===== src/rtl/arinc_rpt_pkg.sv =====
package arinc_rpt_pkg;
  localparam int HALF_W = 16;
  localparam int WORD_W = 2 * HALF_W;

  typedef logic [HALF_W-1:0] half_t;
  typedef logic [WORD_W-1:0] word_t;

  typedef enum logic {
    HALF_LO = 1'b0,
    HALF_HI = 1'b1
  } half_sel_e;
endpackage


===== src/rtl/arinc_rpt_ctl.sv =====
module arinc_rpt_ctl #(
  parameter int CTL_W = 16
) (
  input  logic             clk,
  input  logic             rst_n,
  input  logic             wr,
  input  logic [CTL_W-1:0] wdata,
  output logic [CTL_W-1:0] q
);
  logic [CTL_W-1:0] q_q, q_d;

  always_comb begin
    q_d = q_q;
    if (wr) q_d = wdata;
  end

  always_ff @(posedge clk or negedge rst_n) begin
    if (!rst_n) q_q <= '0;
    else if (wr) q_q <= q_d;
  end

  assign q = q_q;

  // the register only changes on a write strobe (master reset has no path here)
  p_ctl_hold_r8: assert property (@(posedge clk) disable iff (!rst_n)
    !wr |=> $stable(q));
endmodule


===== src/rtl/arinc_rpt_rxlatch.sv =====
module arinc_rpt_rxlatch
  import arinc_rpt_pkg::*;
(
  input  logic      clk,
  input  logic      rst_n,
  input  logic      clr,
  input  logic      load,
  input  word_t     word_in,
  input  logic      rd_en,
  input  half_sel_e rd_sel,
  output half_t     rd_half,
  output logic      ready
);
  word_t       word_q, word_d;
  logic        ready_q, ready_d;
  logic [1:0]  seen_q, seen_d;

  always_comb begin
    word_d  = word_q;
    ready_d = ready_q;
    seen_d  = seen_q;
    if (clr) begin
      word_d  = '0;
      ready_d = 1'b0;
      seen_d  = '0;
    end else if (load) begin
      word_d  = word_in;
      ready_d = 1'b1;
      seen_d  = '0;
    end else if (rd_en && ready_q) begin
      if (rd_sel == HALF_HI) seen_d[1] = 1'b1;
      else                   seen_d[0] = 1'b1;
      if (&seen_d) begin
        ready_d = 1'b0;
        seen_d  = '0;
      end
    end
  end

  always_ff @(posedge clk or negedge rst_n) begin
    if (!rst_n) begin
      word_q  <= '0;
      ready_q <= 1'b0;
      seen_q  <= '0;
    end else begin
      word_q  <= word_d;
      ready_q <= ready_d;
      seen_q  <= seen_d;
    end
  end

  assign rd_half = (rd_sel == HALF_HI) ? word_q[WORD_W-1:HALF_W] : word_q[HALF_W-1:0];
  assign ready   = ready_q;

  // a captured word raises the ready flag in the next cycle
  p_ready_after_valid_r2: assert property (@(posedge clk) disable iff (!rst_n)
    (load && !clr) |=> ready);
endmodule


===== src/rtl/arinc_rpt_fifo.sv =====
module arinc_rpt_fifo #(
  parameter int DEPTH = 8,
  parameter int W     = 32
) (
  input  logic                       clk,
  input  logic                       rst_n,
  input  logic                       clr,
  input  logic                       push,
  input  logic [W-1:0]               din,
  input  logic                       pop,
  output logic [W-1:0]               dout,
  output logic                       empty,
  output logic                       full,
  output logic [$clog2(DEPTH):0]     level
);
  localparam int AW    = $clog2(DEPTH);
  localparam int CNT_W = AW + 1;

  logic [W-1:0]     mem [DEPTH];
  logic [AW-1:0]    wp_q, wp_d, rp_q, rp_d;
  logic [CNT_W-1:0] cnt_q, cnt_d;
  logic             do_push, do_pop;

  assign full    = (cnt_q == CNT_W'(DEPTH));
  assign empty   = (cnt_q == '0);
  assign do_push = push && !full && !clr;
  assign do_pop  = pop && !empty && !clr;

  always_comb begin
    wp_d  = wp_q;
    rp_d  = rp_q;
    cnt_d = cnt_q;
    if (clr) begin
      wp_d  = '0;
      rp_d  = '0;
      cnt_d = '0;
    end else begin
      if (do_push) wp_d = wp_q + 1'b1;
      if (do_pop)  rp_d = rp_q + 1'b1;
      case ({do_push, do_pop})
        2'b10:   cnt_d = cnt_q + 1'b1;
        2'b01:   cnt_d = cnt_q - 1'b1;
        default: cnt_d = cnt_q;
      endcase
    end
  end

  always_ff @(posedge clk or negedge rst_n) begin
    if (!rst_n) begin
      wp_q  <= '0;
      rp_q  <= '0;
      cnt_q <= '0;
    end else begin
      wp_q  <= wp_d;
      rp_q  <= rp_d;
      cnt_q <= cnt_d;
    end
  end

  for (genvar gi = 0; gi < DEPTH; gi++) begin : g_slot
    always_ff @(posedge clk) begin
      if (do_push && (wp_q == AW'(gi))) mem[gi] <= din;
    end
  end

  assign dout  = mem[rp_q];
  assign level = cnt_q;

  // occupancy never exceeds the depth
  p_level_bound_r5: assert property (@(posedge clk) disable iff (!rst_n)
    level <= CNT_W'(DEPTH));
  // a push into a full FIFO without a pop leaves the occupancy alone
  p_full_hold_r5: assert property (@(posedge clk) disable iff (!rst_n)
    (push && full && !pop && !clr) |=> $stable(level));
endmodule


===== src/rtl/arinc_rpt_host.sv =====
module arinc_rpt_host
  import arinc_rpt_pkg::*;
#(
  parameter int FIFO_DEPTH = 8,
  parameter int CTL_W      = 16,
  parameter int RPT_BIT    = 5
) (
  input  logic              clk,
  input  logic              rst_n,
  input  logic              mres,
  input  logic [31:0]       rx_word,
  input  logic              rx_valid,
  input  logic              rd_en,
  input  logic              rd_hi,
  output logic [15:0]       rd_data,
  input  logic              ctl_wr,
  input  logic [CTL_W-1:0]  ctl_wdata,
  output logic [CTL_W-1:0]  ctl_q,
  output logic              rx_ready,
  input  logic              tx_rd,
  output logic [31:0]       tx_word,
  output logic              tx_empty,
  output logic              tx_full,
  output logic              order_err,
  output logic              ovf_err
);
  localparam int LVL_W = $clog2(FIFO_DEPTH) + 1;

  // reset: asserted asynchronously, released on a clock edge
  logic [1:0] rst_sync_q;
  logic       rst_ni;
  always_ff @(posedge clk or negedge rst_n) begin
    if (!rst_n) rst_sync_q <= '0;
    else        rst_sync_q <= {rst_sync_q[0], 1'b1};
  end
  assign rst_ni = rst_sync_q[1];

  arinc_rpt_ctl #(.CTL_W(CTL_W)) u_ctl (
    .clk   (clk),
    .rst_n (rst_ni),
    .wr    (ctl_wr),
    .wdata (ctl_wdata),
    .q     (ctl_q)
  );

  half_t     half_rd;
  half_sel_e sel;
  assign sel = half_sel_e'(rd_hi);

  arinc_rpt_rxlatch u_rx (
    .clk     (clk),
    .rst_n   (rst_ni),
    .clr     (mres),
    .load    (rx_valid),
    .word_in (rx_word),
    .rd_en   (rd_en),
    .rd_sel  (sel),
    .rd_half (half_rd),
    .ready   (rx_ready)
  );
  assign rd_data = half_rd;

  // repeater path
  logic       rpt_mode, rd_act, lo_wr, hi_wr, commit, push;
  logic       pend_v_q, pend_v_d;
  half_t      pend_lo_q, pend_lo_d;
  logic       oerr_q, oerr_d, ovf_q, ovf_d;
  logic [LVL_W-1:0] level;

  assign rpt_mode = ctl_q[RPT_BIT];
  assign rd_act   = rd_en && !mres;
  assign lo_wr    = rd_act && rpt_mode && (sel == HALF_LO);
  assign hi_wr    = rd_act && rpt_mode && (sel == HALF_HI);
  assign commit   = hi_wr && pend_v_q;
  assign push     = commit && !tx_full;

  always_comb begin
    pend_v_d  = pend_v_q;
    pend_lo_d = pend_lo_q;
    oerr_d    = oerr_q;
    ovf_d     = ovf_q;
    if (mres) begin
      pend_v_d = 1'b0;
      oerr_d   = 1'b0;
      ovf_d    = 1'b0;
    end else begin
      if (lo_wr) begin
        pend_v_d  = 1'b1;
        pend_lo_d = half_rd;
      end else if (hi_wr) begin
        pend_v_d = 1'b0;
      end
      if (hi_wr && !pend_v_q)     oerr_d = 1'b1;
      if (commit && tx_full)      ovf_d  = 1'b1;
    end
  end

  always_ff @(posedge clk or negedge rst_ni) begin
    if (!rst_ni) begin
      pend_v_q <= 1'b0;
      oerr_q   <= 1'b0;
      ovf_q    <= 1'b0;
    end else begin
      pend_v_q <= pend_v_d;
      oerr_q   <= oerr_d;
      ovf_q    <= ovf_d;
    end
  end

  always_ff @(posedge clk or negedge rst_ni) begin
    if (!rst_ni)    pend_lo_q <= '0;
    else if (lo_wr) pend_lo_q <= pend_lo_d;
  end

  assign order_err = oerr_q;
  assign ovf_err   = ovf_q;

  arinc_rpt_fifo #(.DEPTH(FIFO_DEPTH), .W(WORD_W)) u_fifo (
    .clk   (clk),
    .rst_n (rst_ni),
    .clr   (mres),
    .push  (push),
    .din   ({half_rd, pend_lo_q}),
    .pop   (tx_rd),
    .dout  (tx_word),
    .empty (tx_empty),
    .full  (tx_full),
    .level (level)
  );

  // a completed word with room makes the FIFO non-empty next cycle
  p_commit_fills_r3: assert property (@(posedge clk) disable iff (!rst_ni)
    (commit && !tx_full && !mres) |=> !tx_empty);
  // an upper read with nothing pending flags an order error
  p_upper_first_r4: assert property (@(posedge clk) disable iff (!rst_ni)
    (hi_wr && !pend_v_q) |=> order_err);
  // the order error is sticky until master reset
  p_order_sticky_r4: assert property (@(posedge clk) disable iff (!rst_ni)
    (order_err && !mres) |=> order_err);
  // completing a word into a full FIFO raises the overflow flag
  p_no_overflow_r5: assert property (@(posedge clk) disable iff (!rst_ni)
    (commit && tx_full) |=> (ovf_err && $stable(level)));
  // master reset leaves the receive and transmit side idle
  p_mres_clears_r7: assert property (@(posedge clk) disable iff (!rst_ni)
    mres |=> (tx_empty && !rx_ready && !order_err && !ovf_err && !pend_v_q));
endmodule


===== config.mk =====
export PLATFORM = sky130hd
export DESIGN_NAME = arinc_rpt_host
export DESIGN_NICKNAME = d
export VERILOG_FILES = /design/src/rtl/arinc_rpt_pkg.sv /design/src/rtl/arinc_rpt_ctl.sv /design/src/rtl/arinc_rpt_rxlatch.sv /design/src/rtl/arinc_rpt_fifo.sv /design/src/rtl/arinc_rpt_host.sv
export SDC_FILE = /design/constraint.sdc
export NUM_CORES = 1
export LEC_CHECK = 0
export BUFFER_PORTS_ARGS = -buffer_cell sky130_fd_sc_hd__clkbuf_2
export CORE_UTILIZATION = 50
export CTS_CLUSTER_SIZE = 12
export DETAILED_ROUTE_END_ITERATION = 8
export HOLD_SLACK_MARGIN = 0.03
export PLACE_DENSITY = 0.69
export SETUP_SLACK_MARGIN = 0.4
export SYNTH_ARGS = -nofsm -noshare
export SYNTH_HDL_FRONTEND = slang
export SYNTH_HIERARCHICAL = 1
export SYNTH_SLANG_ARGS = --single-unit

===== constraint.sdc =====
create_clock -name clk -period 3.8 [get_ports clk]
set_clock_uncertainty 0.2 [all_clocks]
set_input_delay 0.38 -clock clk [delete_from_list [all_inputs] [get_ports clk]]
set_output_delay 0.38 -clock clk [all_outputs]
set_load 0.005 [all_outputs]

==> reports/results.tsv <==
stage	metric	value	unit
detailed_routing	drt pass-1 iters	6	
worst_setup_path	Worst Reg-to-Reg Cells	10	
cts	setup bufs post-CTS	0	
finish	nets@finish	933	
global_routing	GRT Util Overall	0.203	
floorplan	Initial Util	0.514	
worst_setup_path	Worst R2R Start	u_fifo/level[0]	
detailed_routing	Vias	6899	
job	max_cap viols	0	
floorplan	chip height	166	um
outcome	failing checks	design-rule violations	
sta	Setup violations, final	0	
hold_path	Min-Delay Path Depth	0	
sta	setup TNS	0	ns
synth	Mapped Avg Cell Area	20.1	sq um
sta	Final Hold Viols	0	
sta	unrepaired setup endpoints after global routing	yes	
finish	ANT cells	0	
place	routability cong.	0.766	
synth	asr flop ratio synth	0.243	
place	Post-DP HPWL	15.3	mm
worst_setup_path	worst path arrival time	3.50	ns
synth	Synth area leader	edfxtp_1	
synth	post-synthesis cell area	0.0135	sq mm
floorplan	core area	0.0263	sq mm
finish	most frequent cells in the layout	256 x edfxtp_1, 124 x clkbuf_2, 79 x dfrtp_1	
floorplan	die width	166	um
cts	insertion delay to the later sink of the worst-skew pair	0.51	ns
outcome	status	complete, but fails checks	
synth	Synth Net Count	738	
finish	area grow syn2layout	18.9	%
cts	CTS tree	done	
global_routing	largest net degree at the start of global routing	81	
global_routing	met3 Use GR	0.0396	
cts	CTS Root Buffer Type	clkbuf_16	
synth	top cell type's share of synthesized area	0.569	
finish	fraction of layout cells with a size suffix above 1	0.382	
cts	H-tree levels	2	
detailed_routing	post-route ant nets	0	
worst_setup_path	r2r endpoint	u_fifo/level[3]	
global_routing	GRT busiest layer	met2	
worst_setup_path	CP max FO	8	
worst_setup_path	Critical Path End Type	flip-flop	
cts	total CTS buffers	35	
finish	commonest non-fill, non-tap cell in the layout	edfxtp_1	
synth	Mapped Cells	672	
floorplan	die area	0.0277	sq mm
cts	Clock Sinks	338	
finish	fin util	0.611	
synth	register area share after synthesis	0.721	
worst_setup_path	Critical Path RT	3.99	ns
global_routing	initial antenna violation count	0	
synth	most used flip-flop cell after synthesis	edfxtp_1	
synth	Ys Warns	6	
sta	Worst-Margin Slew	1.17	ns
power_and_ir_drop	peak supply drop	0.297	mV
sta	minimum clock period	3.31	ns
global_routing	vias in the first global route	7479	
worst_setup_path	WS Path Type	flip-flop to flip-flop	
detailed_routing	DR iter-0 viols	464	
sta	fmax	302	MHz
sta	Slew Limit Fails	0	
floorplan	num rows	59	
hold_path	hold_sp	rst_sync_q[0]	
power_and_ir_drop	pwr/cell area	545	mW/mm^2
global_routing	M1 GR Usage	0.277	
floorplan	count of boundary I/O pins	125	
detailed_routing	DR DRC count	5	
detailed_routing	post-DR vias/cell	5.62	
sta	Slew HR	0.221	
detailed_routing	final wirelength	27.1	mm
sta	hold slack	0.165	ns
sta	Final Cycle Share	0.872	
global_routing	grt total ovfl	0	
global_routing	wire length of the first global-routing pass	42.6	mm
cts	maximum root-to-sink buffer count	3	
cts	clock transition at the registers of the reported paths	0.06	ns
detailed_routing	Avg WL per Cell	22.1	um
worst_setup_path	R2R Setup Slk	0.49	ns
worst_setup_path	Startpoint Class	flip-flop	
hold_path	worst min-delay path class	flip-flop to flip-flop	
global_routing	GRT met2 Usage	0.336	
power_and_ir_drop	Lkg Pwr	6.04	nW
synth	Seq cells post-synth	338	
synth	ranking of synthesized cells by area	edfxtp_1 57%, dfrtp_1 15%, mux4_2 11%	
synth	number of synthesized flops with an enable pin	256	
power_and_ir_drop	Tot Pwr	8.76	mW
synth	Distinct cells, synth	49	
hold_path	Worst Hold Path EP	rst_sync_q[1]	
place	Port Buffer Count	124	
-- power breakdown --
group | total, mW | switching [mW] | internal (mW)
combinational | 1.26 | 0.498 | 0.761
sequential | 4.37 | 0.229 | 4.14
clock | 3.13 | 1.31 | 1.82
-- worst max-delay path: stages (launching register included) --
cell,delay [ns]
dfrtp_1,0.49
or4b_4,0.64
inv_2,0.13
nor3_1,0.09
a21oi_4,0.15
nor2b_2,0.23
ha_1,0.30
a21oi_1,0.26
nand2_1,0.12
or4b_1,0.50
o311ai_1,0.09
-- Yosys cell counts, types with 4 or more instances --
cell	instances
edfxtp_1	256
dfrtp_1	82
mux4_2	64
mux2_2	60
nor2_1	43
mux2i_1	36
mux2_4	21
clkbuf_1	17
ha_1	9
buf_2	8
inv_1	7
a21oi_1	6
and3_1	6
buf_6	5
buf_4	4
xnor2_1	4
-- final cells by class --
cell class                 instances  area, sq um
fill                            1870        10200
sequential                       338         9750
multi-input combinational        290         3520
timing repair buffer             194         1300
clock buffer                      57         1010
tap                              335          419
clock inverter                     6         41.3
inverter                           8         30.0
-- per-layer routing --
layer	part of all wire	vias to the layer above
met5	0	-
met4	0.015	0
met3	0.056	35
met2	0.50	229
met1	0.43	3589
li1	-	3046
-- kinds of logic after synthesis --
family,after synthesis,synth area share
adder cells (fa/ha/maj),10,0.00982
flip-flops,338,0.721
AO/OA/AOI/OAI,21,0.0132
buffers and inverters,44,0.0193
AND/OR/NAND/NOR,72,0.0266
other,1,0.000278
multiplexers,181,0.207
XOR/XNOR,5,0.00324
-- metrics by stage --
| stage | instances | setup slack, ns | cell area [sq um] |
|---|---|---|---|
| after global routing | 1228 | 0.350 | 16100 |
| after floorplan | 672 | 0.463 | 13500 |
| after global placement | 1113 | 0.609 | 14500 |
| after CTS | 1228 | 0.470 | 16100 |
| final | 1228 | 0.487 | 16100 |
| after detailed placement | 1113 | 0.484 | 14500 |
-- state kept, by name, indices dropped and copies added (netlist names) --
| name | cells |
|---|---|
| u_rx/ready | 1 |
| u_rx/word_q | 32 |
| u_fifo/mem | 256 |
| u_fifo/rp_q | 3 |
| pend_lo_q | 16 |
| order_err | 1 |
| u_rx/seen_q | 2 |
| rst_sync_q | 2 |
| pend_v_q | 1 |
| ovf_err | 1 |
| u_fifo/level | 4 |
| u_fifo/wp_q | 3 |
| u_ctl/q | 16 |
-- timing repair --
| action | 4_1_cts | 5_1_grt |
|---|---|---|
| hold buffers | 52 | 0 |
| endpoints found under the setup margin | 0 | 248 |
| hold endpoints to repair | 53 | 0 |
| resized for setup | 0 | 2 |
-- how the worst max path moves through the flow --
| stage | start | end | slack [ns] | depth (start not counted) |
|---|---|---|---|---|
| after floorplan | u_fifo/level[0] | u_fifo/level[3] | 0.46 | 13 |
| after global placement | u_fifo/level[0] | u_fifo/level[3] | 0.61 | 10 |
| after detailed placement | u_fifo/level[0] | u_fifo/level[3] | 0.48 | 10 |
| after CTS | u_fifo/level[0] | u_fifo/mem[0][15] | 0.47 | 7 |
| after global routing | u_fifo/level[0] | u_fifo/level[3] | 0.35 | 10 |
| final | u_fifo/level[0] | u_fifo/level[3] | 0.49 | 10 |
Note: power is estimated with default switching activity, not from simulation.
